**src/rtl/rqi_pkg.sv**
```systemverilog
package rqi_pkg;
  localparam int ADDR_W = 32;
  localparam int CMD_W  = 4;
  localparam int SB_W   = 8;

  typedef struct packed {
    logic [ADDR_W-1:0] addr;
    logic [CMD_W-1:0]  cmd;
  } req_t;

  typedef enum logic {PATH_STROBE = 1'b0, PATH_SIDE = 1'b1} path_e;
endpackage

```
**src/rtl/rqi_mode_cfg.sv**
```systemverilog
module rqi_mode_cfg
  import rqi_pkg::*;
(
  input  logic  clk,
  input  logic  rst_n,
  input  logic  wr,
  input  logic  sel,
  output logic  locked,
  output path_e path
);
  always_ff @(posedge clk or negedge rst_n) begin
    if (!rst_n) begin
      locked <= 1'b0;
      path   <= PATH_STROBE;
    end else if (wr && !locked) begin
      locked <= 1'b1;
      path   <= path_e'(sel);
    end
  end

  assert_lock_holds_R2: assert property (@(posedge clk) disable iff (!rst_n)
    locked |=> (locked && $stable(path)));
endmodule

```
**src/rtl/rqi_sb_assembler.sv**
```systemverilog
module rqi_sb_assembler
  import rqi_pkg::*;
(
  input  logic            clk,
  input  logic            rst_n,
  input  logic            en,
  input  logic            beat_vld,
  input  logic [SB_W-1:0] beat,
  output logic            done,
  output req_t            req
);
  localparam int NBEATS = 4;
  localparam int BW     = $clog2(NBEATS);

  logic [BW-1:0]    idx;
  logic [CMD_W-1:0] cmd_q;
  logic [SB_W-1:0]  hi_q, mid_q;
  logic             take;

  assign take = en && beat_vld;
  assign done = take && (idx == BW'(NBEATS-1));
  assign req.addr = {hi_q, mid_q, beat, {SB_W{1'b0}}};
  assign req.cmd  = cmd_q;

  always_ff @(posedge clk or negedge rst_n) begin
    if (!rst_n) begin
      idx   <= '0;
      cmd_q <= '0;
      hi_q  <= '0;
      mid_q <= '0;
    end else if (take) begin
      idx <= idx + 1'b1;
      case (idx)
        BW'(0):  cmd_q <= beat[CMD_W-1:0];
        BW'(1):  hi_q  <= beat;
        BW'(2):  mid_q <= beat;
        default: ;
      endcase
    end
  end

  assert_silent_when_off_R6: assert property (@(posedge clk) disable iff (!rst_n)
    !en |=> $stable(idx));
endmodule

```
**src/rtl/rqi_fifo.sv**
```systemverilog
module rqi_fifo
  import rqi_pkg::*;
#(
  parameter int DEPTH = 8
) (
  input  logic clk,
  input  logic rst_n,
  input  logic push,
  input  req_t push_data,
  output logic out_valid,
  input  logic out_ready,
  output req_t out_data,
  output logic full,
  output logic empty,
  output logic ovf
);
  localparam int PW = (DEPTH > 1) ? $clog2(DEPTH) : 1;
  localparam int CW = $clog2(DEPTH + 1);

  req_t          mem [DEPTH];
  logic [PW-1:0] wp, rp;
  logic [CW-1:0] cnt;
  logic          do_wr, do_rd;

  assign full      = (cnt == CW'(DEPTH));
  assign empty     = (cnt == '0);
  assign out_valid = !empty;
  assign out_data  = mem[rp];
  assign do_wr     = push && !full;
  assign do_rd     = out_valid && out_ready;

  always_ff @(posedge clk or negedge rst_n) begin
    if (!rst_n) begin
      wp  <= '0;
      rp  <= '0;
      cnt <= '0;
      ovf <= 1'b0;
    end else begin
      if (push && full) ovf <= 1'b1;
      if (do_wr) wp <= (wp == PW'(DEPTH-1)) ? '0 : wp + 1'b1;
      if (do_rd) rp <= (rp == PW'(DEPTH-1)) ? '0 : rp + 1'b1;
      case ({do_wr, do_rd})
        2'b10:   cnt <= cnt + 1'b1;
        2'b01:   cnt <= cnt - 1'b1;
        default: ;
      endcase
    end
  end

  always_ff @(posedge clk) begin
    if (do_wr) mem[wp] <= push_data;
  end

  assert_count_bound_R8: assert property (@(posedge clk) disable iff (!rst_n)
    cnt <= CW'(DEPTH));
  assert_sticky_ovf_R9: assert property (@(posedge clk) disable iff (!rst_n)
    ovf |=> ovf);
  assert_full_drop_R9: assert property (@(posedge clk) disable iff (!rst_n)
    (push && full && !out_ready) |=> full);
  assert_head_hold_R10: assert property (@(posedge clk) disable iff (!rst_n)
    (out_valid && !out_ready) |=> (out_valid && $stable(out_data)));
endmodule

```
**src/rtl/req_intake_queue.sv**
```systemverilog
module req_intake_queue
  import rqi_pkg::*;
#(
  parameter int DEPTH = 8
) (
  input  logic              clk,
  input  logic              rst_n,
  input  logic              cfg_wr,
  input  logic              cfg_sel,
  output logic              cfg_locked,
  output logic              mode_sb,
  input  logic              pipe_n,
  input  logic [ADDR_W-1:0] ad_in,
  input  logic [CMD_W-1:0]  cmd_in,
  input  logic              sb_vld,
  input  logic [SB_W-1:0]   sb_data,
  output logic              deq_valid,
  input  logic              deq_ready,
  output logic [ADDR_W-1:0] deq_addr,
  output logic [CMD_W-1:0]  deq_cmd,
  output logic              q_full,
  output logic              q_empty,
  output logic              overflow
);
  path_e path;
  logic  sb_done, enq;
  req_t  sb_req, strobe_req, enq_req, head;

  rqi_mode_cfg u_cfg (
    .clk(clk), .rst_n(rst_n), .wr(cfg_wr), .sel(cfg_sel),
    .locked(cfg_locked), .path(path)
  );

  rqi_sb_assembler u_sb (
    .clk(clk), .rst_n(rst_n),
    .en(cfg_locked && (path == PATH_SIDE)),
    .beat_vld(sb_vld), .beat(sb_data),
    .done(sb_done), .req(sb_req)
  );

  assign strobe_req = '{addr: ad_in, cmd: cmd_in};

  always_comb begin
    enq     = 1'b0;
    enq_req = strobe_req;
    if (cfg_locked) begin
      if (path == PATH_SIDE) begin
        enq     = sb_done;
        enq_req = sb_req;
      end else begin
        enq = !pipe_n;
      end
    end
  end

  rqi_fifo #(.DEPTH(DEPTH)) u_fifo (
    .clk(clk), .rst_n(rst_n), .push(enq), .push_data(enq_req),
    .out_valid(deq_valid), .out_ready(deq_ready), .out_data(head),
    .full(q_full), .empty(q_empty), .ovf(overflow)
  );

  assign mode_sb  = (path == PATH_SIDE);
  assign deq_addr = head.addr;
  assign deq_cmd  = head.cmd;

  assert_unlocked_idle_R3: assert property (@(posedge clk) disable iff (!rst_n)
    (!cfg_locked && q_empty) |=> q_empty);
  assert_strobe_capture_R4: assert property (@(posedge clk) disable iff (!rst_n)
    (cfg_locked && !mode_sb && !pipe_n && !q_full && !deq_ready) |=> !q_empty);
  assert_drop_flags_R9: assert property (@(posedge clk) disable iff (!rst_n)
    (cfg_locked && !mode_sb && !pipe_n && q_full) |=> overflow);
endmodule

```
**config.mk**
```make
export PLATFORM = sky130hd
export DESIGN_NAME = req_intake_queue
export DESIGN_NICKNAME = d
export VERILOG_FILES = /design/src/rtl/rqi_pkg.sv /design/src/rtl/rqi_mode_cfg.sv /design/src/rtl/rqi_sb_assembler.sv /design/src/rtl/rqi_fifo.sv /design/src/rtl/req_intake_queue.sv
export SDC_FILE = /design/constraint.sdc
export NUM_CORES = 1
export LEC_CHECK = 0
export BUFFER_PORTS_ARGS = -buffer_cell sky130_fd_sc_hd__buf_2
export CAP_MARGIN = 40
export CELL_PAD_IN_SITES_DETAIL_PLACEMENT = 2
export CELL_PAD_IN_SITES_GLOBAL_PLACEMENT = 2
export CORE_ASPECT_RATIO = 1.75
export CORE_MARGIN = 8
export CORE_UTILIZATION = 35
export CTS_CLUSTER_DIAMETER = 50
export CTS_CLUSTER_SIZE = 28
export DETAILED_ROUTE_END_ITERATION = 10
export HOLD_SLACK_MARGIN = 0.12
export PLACE_DENSITY = 0.64
export SETUP_SLACK_MARGIN = 0.1
export SLEW_MARGIN = 0
export SYNTH_ARGS = -nofsm -noshare
export SYNTH_HDL_FRONTEND = slang
export SYNTH_SLANG_ARGS = --single-unit
```
**constraint.sdc**
```tcl
create_clock -name clk -period 7.3 [get_ports clk]
set_input_delay 0.365 -clock clk [delete_from_list [all_inputs] [get_ports clk]]
set_output_delay 0.365 -clock clk [all_outputs]
set_load 0.1 [all_outputs]
```
==> impl_metrics.tcl <==
set metrics [dict create \
    status "complete, no violations" \
    drtIter0Drc 300 \
    pin_count 93 \
    final_antenna_net_count 0 \
    drv_cap 0 \
    final_nets 761 \
    yosysWarnings 0 \
    cts_inserted_buffers 22 \
    drive_gt1_share_pct 45.94 \
    path_clk_slew_ps 90 \
    cpPeakStageDelay_ps 730 \
    yosysTopAreaCell "edfxtp_1" \
    viasPerCell 5.142 \
    crit_fanout 38 \
    crit_chain "buf_4, buf_16, mux4_2, mux2_2, buf_2" \
    synth_flop_cell "edfxtp_1" \
    die_y_um 270.6 \
    p_total_mw 6.909 \
    clock_latency_ps 550 \
    io_buffers 92 \
    dp_cells 1146 \
    tns_ps 0 \
    grt_overflow 0 \
    syn_area_mm2 0.01297 \
    fill_cells 3434 \
    finalCritPeriodShare_pct 49.57 \
    worstMarginPinSlew_ps 713.8 \
    setup_slack_ps 3681 \
    first_global_vias 7236 \
    drc 0 \
    synth-seq-cells 323 \
    wl_per_cell_um 26.84 \
    critPathRequiredTime_ps 6930 \
    hp-class "in2reg" \
    placed_cell_area_mm2 0.01408 \
    synth_cells 593 \
    rows 93 \
    synth_top_area_share_pct 66.69 \
    cts_buffer_depth 3 \
    leakagePower_nw 4.990 \
    final_cell_area_mm2 0.01488 \
    avgSynthCellArea_um2 21.87 \
    whs_ps 148.9 \
    core_area_mm2 0.03665 \
    hold_viol 0 \
    yosysUniqueCellTypes 41 \
    grt_max_degree 41 \
    fin_util_pct 40.59 \
    htreeDepth 1 \
    hpwl_um 19850 \
    crit_type "reg2out" \
    cts_setup_buffers 0 \
    area_growth_pct 14.74 \
    cts_root_buffer "clkbuf_16" \
    first_pass_iters 4 \
    synth-edff-count 288 \
    clock-sinks 323 \
    wirelength_um 31920 \
    diodes 0 \
    critPathSlowestCell "dfrtp_4" \
    gp_congestion 0.6757 \
    final_max_slew_viol_count 0 \
    final-setup-viol-count 0 \
    clock_skew_ps 31.41 \
    max-vdd-ir-drop_mv 0.3323 \
    start_util_pct 35.38 \
    end_kind "output pin" \
    synth_common_cells "edfxtp_1, mux2_2, mux4_2" \
    dieArea_mm2 0.04371 \
    vias 6114 \
    grt_usage_pct 14.79 \
    place_ws_ps 4127 \
    ys_async_sr_fraction_pct 10.84 \
    power_density_mw_per_mm2 464.3 \
    seq_area_frac_synth_pct 73.45 \
    die_w_um 161.5 \
    cp-start-kind "register" \
    post-route-min-period_ps 3619 \
    rsz0062_at_grt "no" \
    max_clock_freq_mhz 276.3 \
    synth_fp_nets 656 \
    slew_headroom_pct 52.41 \
    cp.arrival_ps 3250 \
    synth.most_common_cell "edfxtp_1" \
    synth.area.top_cells "edfxtp_1, mux4_2, mux2_2" \
    antenna_found_initial 0 \
    cts_tree "yes" \
    grt_pass1_wl_um 47640 \
    instances_no_fill 1189 \
]
==> layout make-up <==
| type | count | area [µm²] | share of cell area, % |
|---|---|---|---|
| Clock inverter | 15 | 175.2 | 1.177 |
| Multi-Input combinational cell | 231 | 3291 | 22.12 |
| Tap cell | 475 | 594.3 | 3.994 |
| Inverter | 10 | 40.04 | 0.2691 |
| Timing Repair Buffer | 110 | 655.6 | 4.406 |
| Clock buffer | 25 | 593.1 | 3.986 |
| Sequential cell | 323 | 9530 | 64.05 |
==> sequential cells by signal (all words and copies together) (netlist names), 2 cells and up <==
register / count
u_sb.idx: 2
u_fifo.cnt: 4
u_sb.mid_q: 8
u_fifo.rp: 3
u_fifo.mem: 288
u_fifo.wp: 3
u_sb.cmd_q: 4
u_sb.hi_q: 8
==> final timing paths <==
check                                    startpoint                         to  slack, ps  cells past startpoint
min reg2reg                  u_fifo.ovf$_DFFE_PN0P_     u_fifo.ovf$_DFFE_PN0P_        470                      1
min in group asynchronous                     rst_n  u_sb.mid_q[2]$_DFFE_PN0P_        170                      2
min                                      sb_data[5]  u_sb.mid_q[5]$_DFFE_PN0P_        150                      2
max reg2reg                u_cfg.locked$_DFFE_PN0P_  u_fifo.cnt[3]$_DFFE_PN0P_       4140                      8
max in group asynchronous                     rst_n   u_fifo.rp[0]$_DFFE_PN0P_       6680                      3
max                        u_fifo.rp[0]$_DFFE_PN0P_               deq_addr[18]       3680                      5
==> logic make-up (layout without fill, tap and decap cells) <==
kind of cell / after synthesis / in the layout / synth area share [%]
flip-flops: 323 / 323 / 73.45
multiplexers: 164 / 164 / 20.48
AND/OR/NAND/NOR: 41 / 41 / 2.219
buffers and inverters: 39 / 160 / 1.611
adder cells (fa/ha/maj): 12 / 12 / 1.216
AO/OA/AOI/OAI: 11 / 11 / 0.8202
XOR/XNOR: 3 / 3 / 0.2027
==> placed cells by master, fill, tap and decap left out, types with 2 or more instances in the layout <==
cell type      count
and2_1             8
dfrtp_2            2
nor4_2             2
nor4b_4            4
dfrtp_1           32
o21ai_0            2
inv_6              3
buf_16             2
a21oi_1            2
mux4_2            72
a21o_1             2
buf_4             12
xnor2_1            2
inv_12             4
clkinv_2           2
clkbuf_16         23
dlygate4sd3_1      3
edfxtp_1         288
buf_2             92
nand4_1            4
ha_1              11
inv_8              2
nor3b_1            3
nand3_1            3
inv_4              2
inv_1              9
mux2_2            91
nand2_1            5
nor3_2             3
==> repair_timing <==
action / in CTS / in global routing
resized for setup: 0 / 0
hold endpoints to repair: 37 / 0
hold buffers: 3 / 0
==> routing by layer <==
metal	vias up	GRT usage, %	share of wire [%]
li1	2640	-	-
met3	28	1.612	3.2
met2	129	28.34	56
met1	3317	16.78	38
met5	-	0	0
met4	0	4.305	2.1
==> report_power, final <==
group	internal [mW]	total (mW)	switching, mW
logic	0.871	2.98	2.11
clock network	0.635	1.33	0.695
registers	2.38	2.60	0.217
==> worst max-delay path, delay by kind of cell, from the launching register on <==
family	cells	cell delay (ps)
buffers and inverters	3	1060
multiplexers	2	870
flip-flops	1	730
No activity file was read; power rests on OpenSTA's default activity.
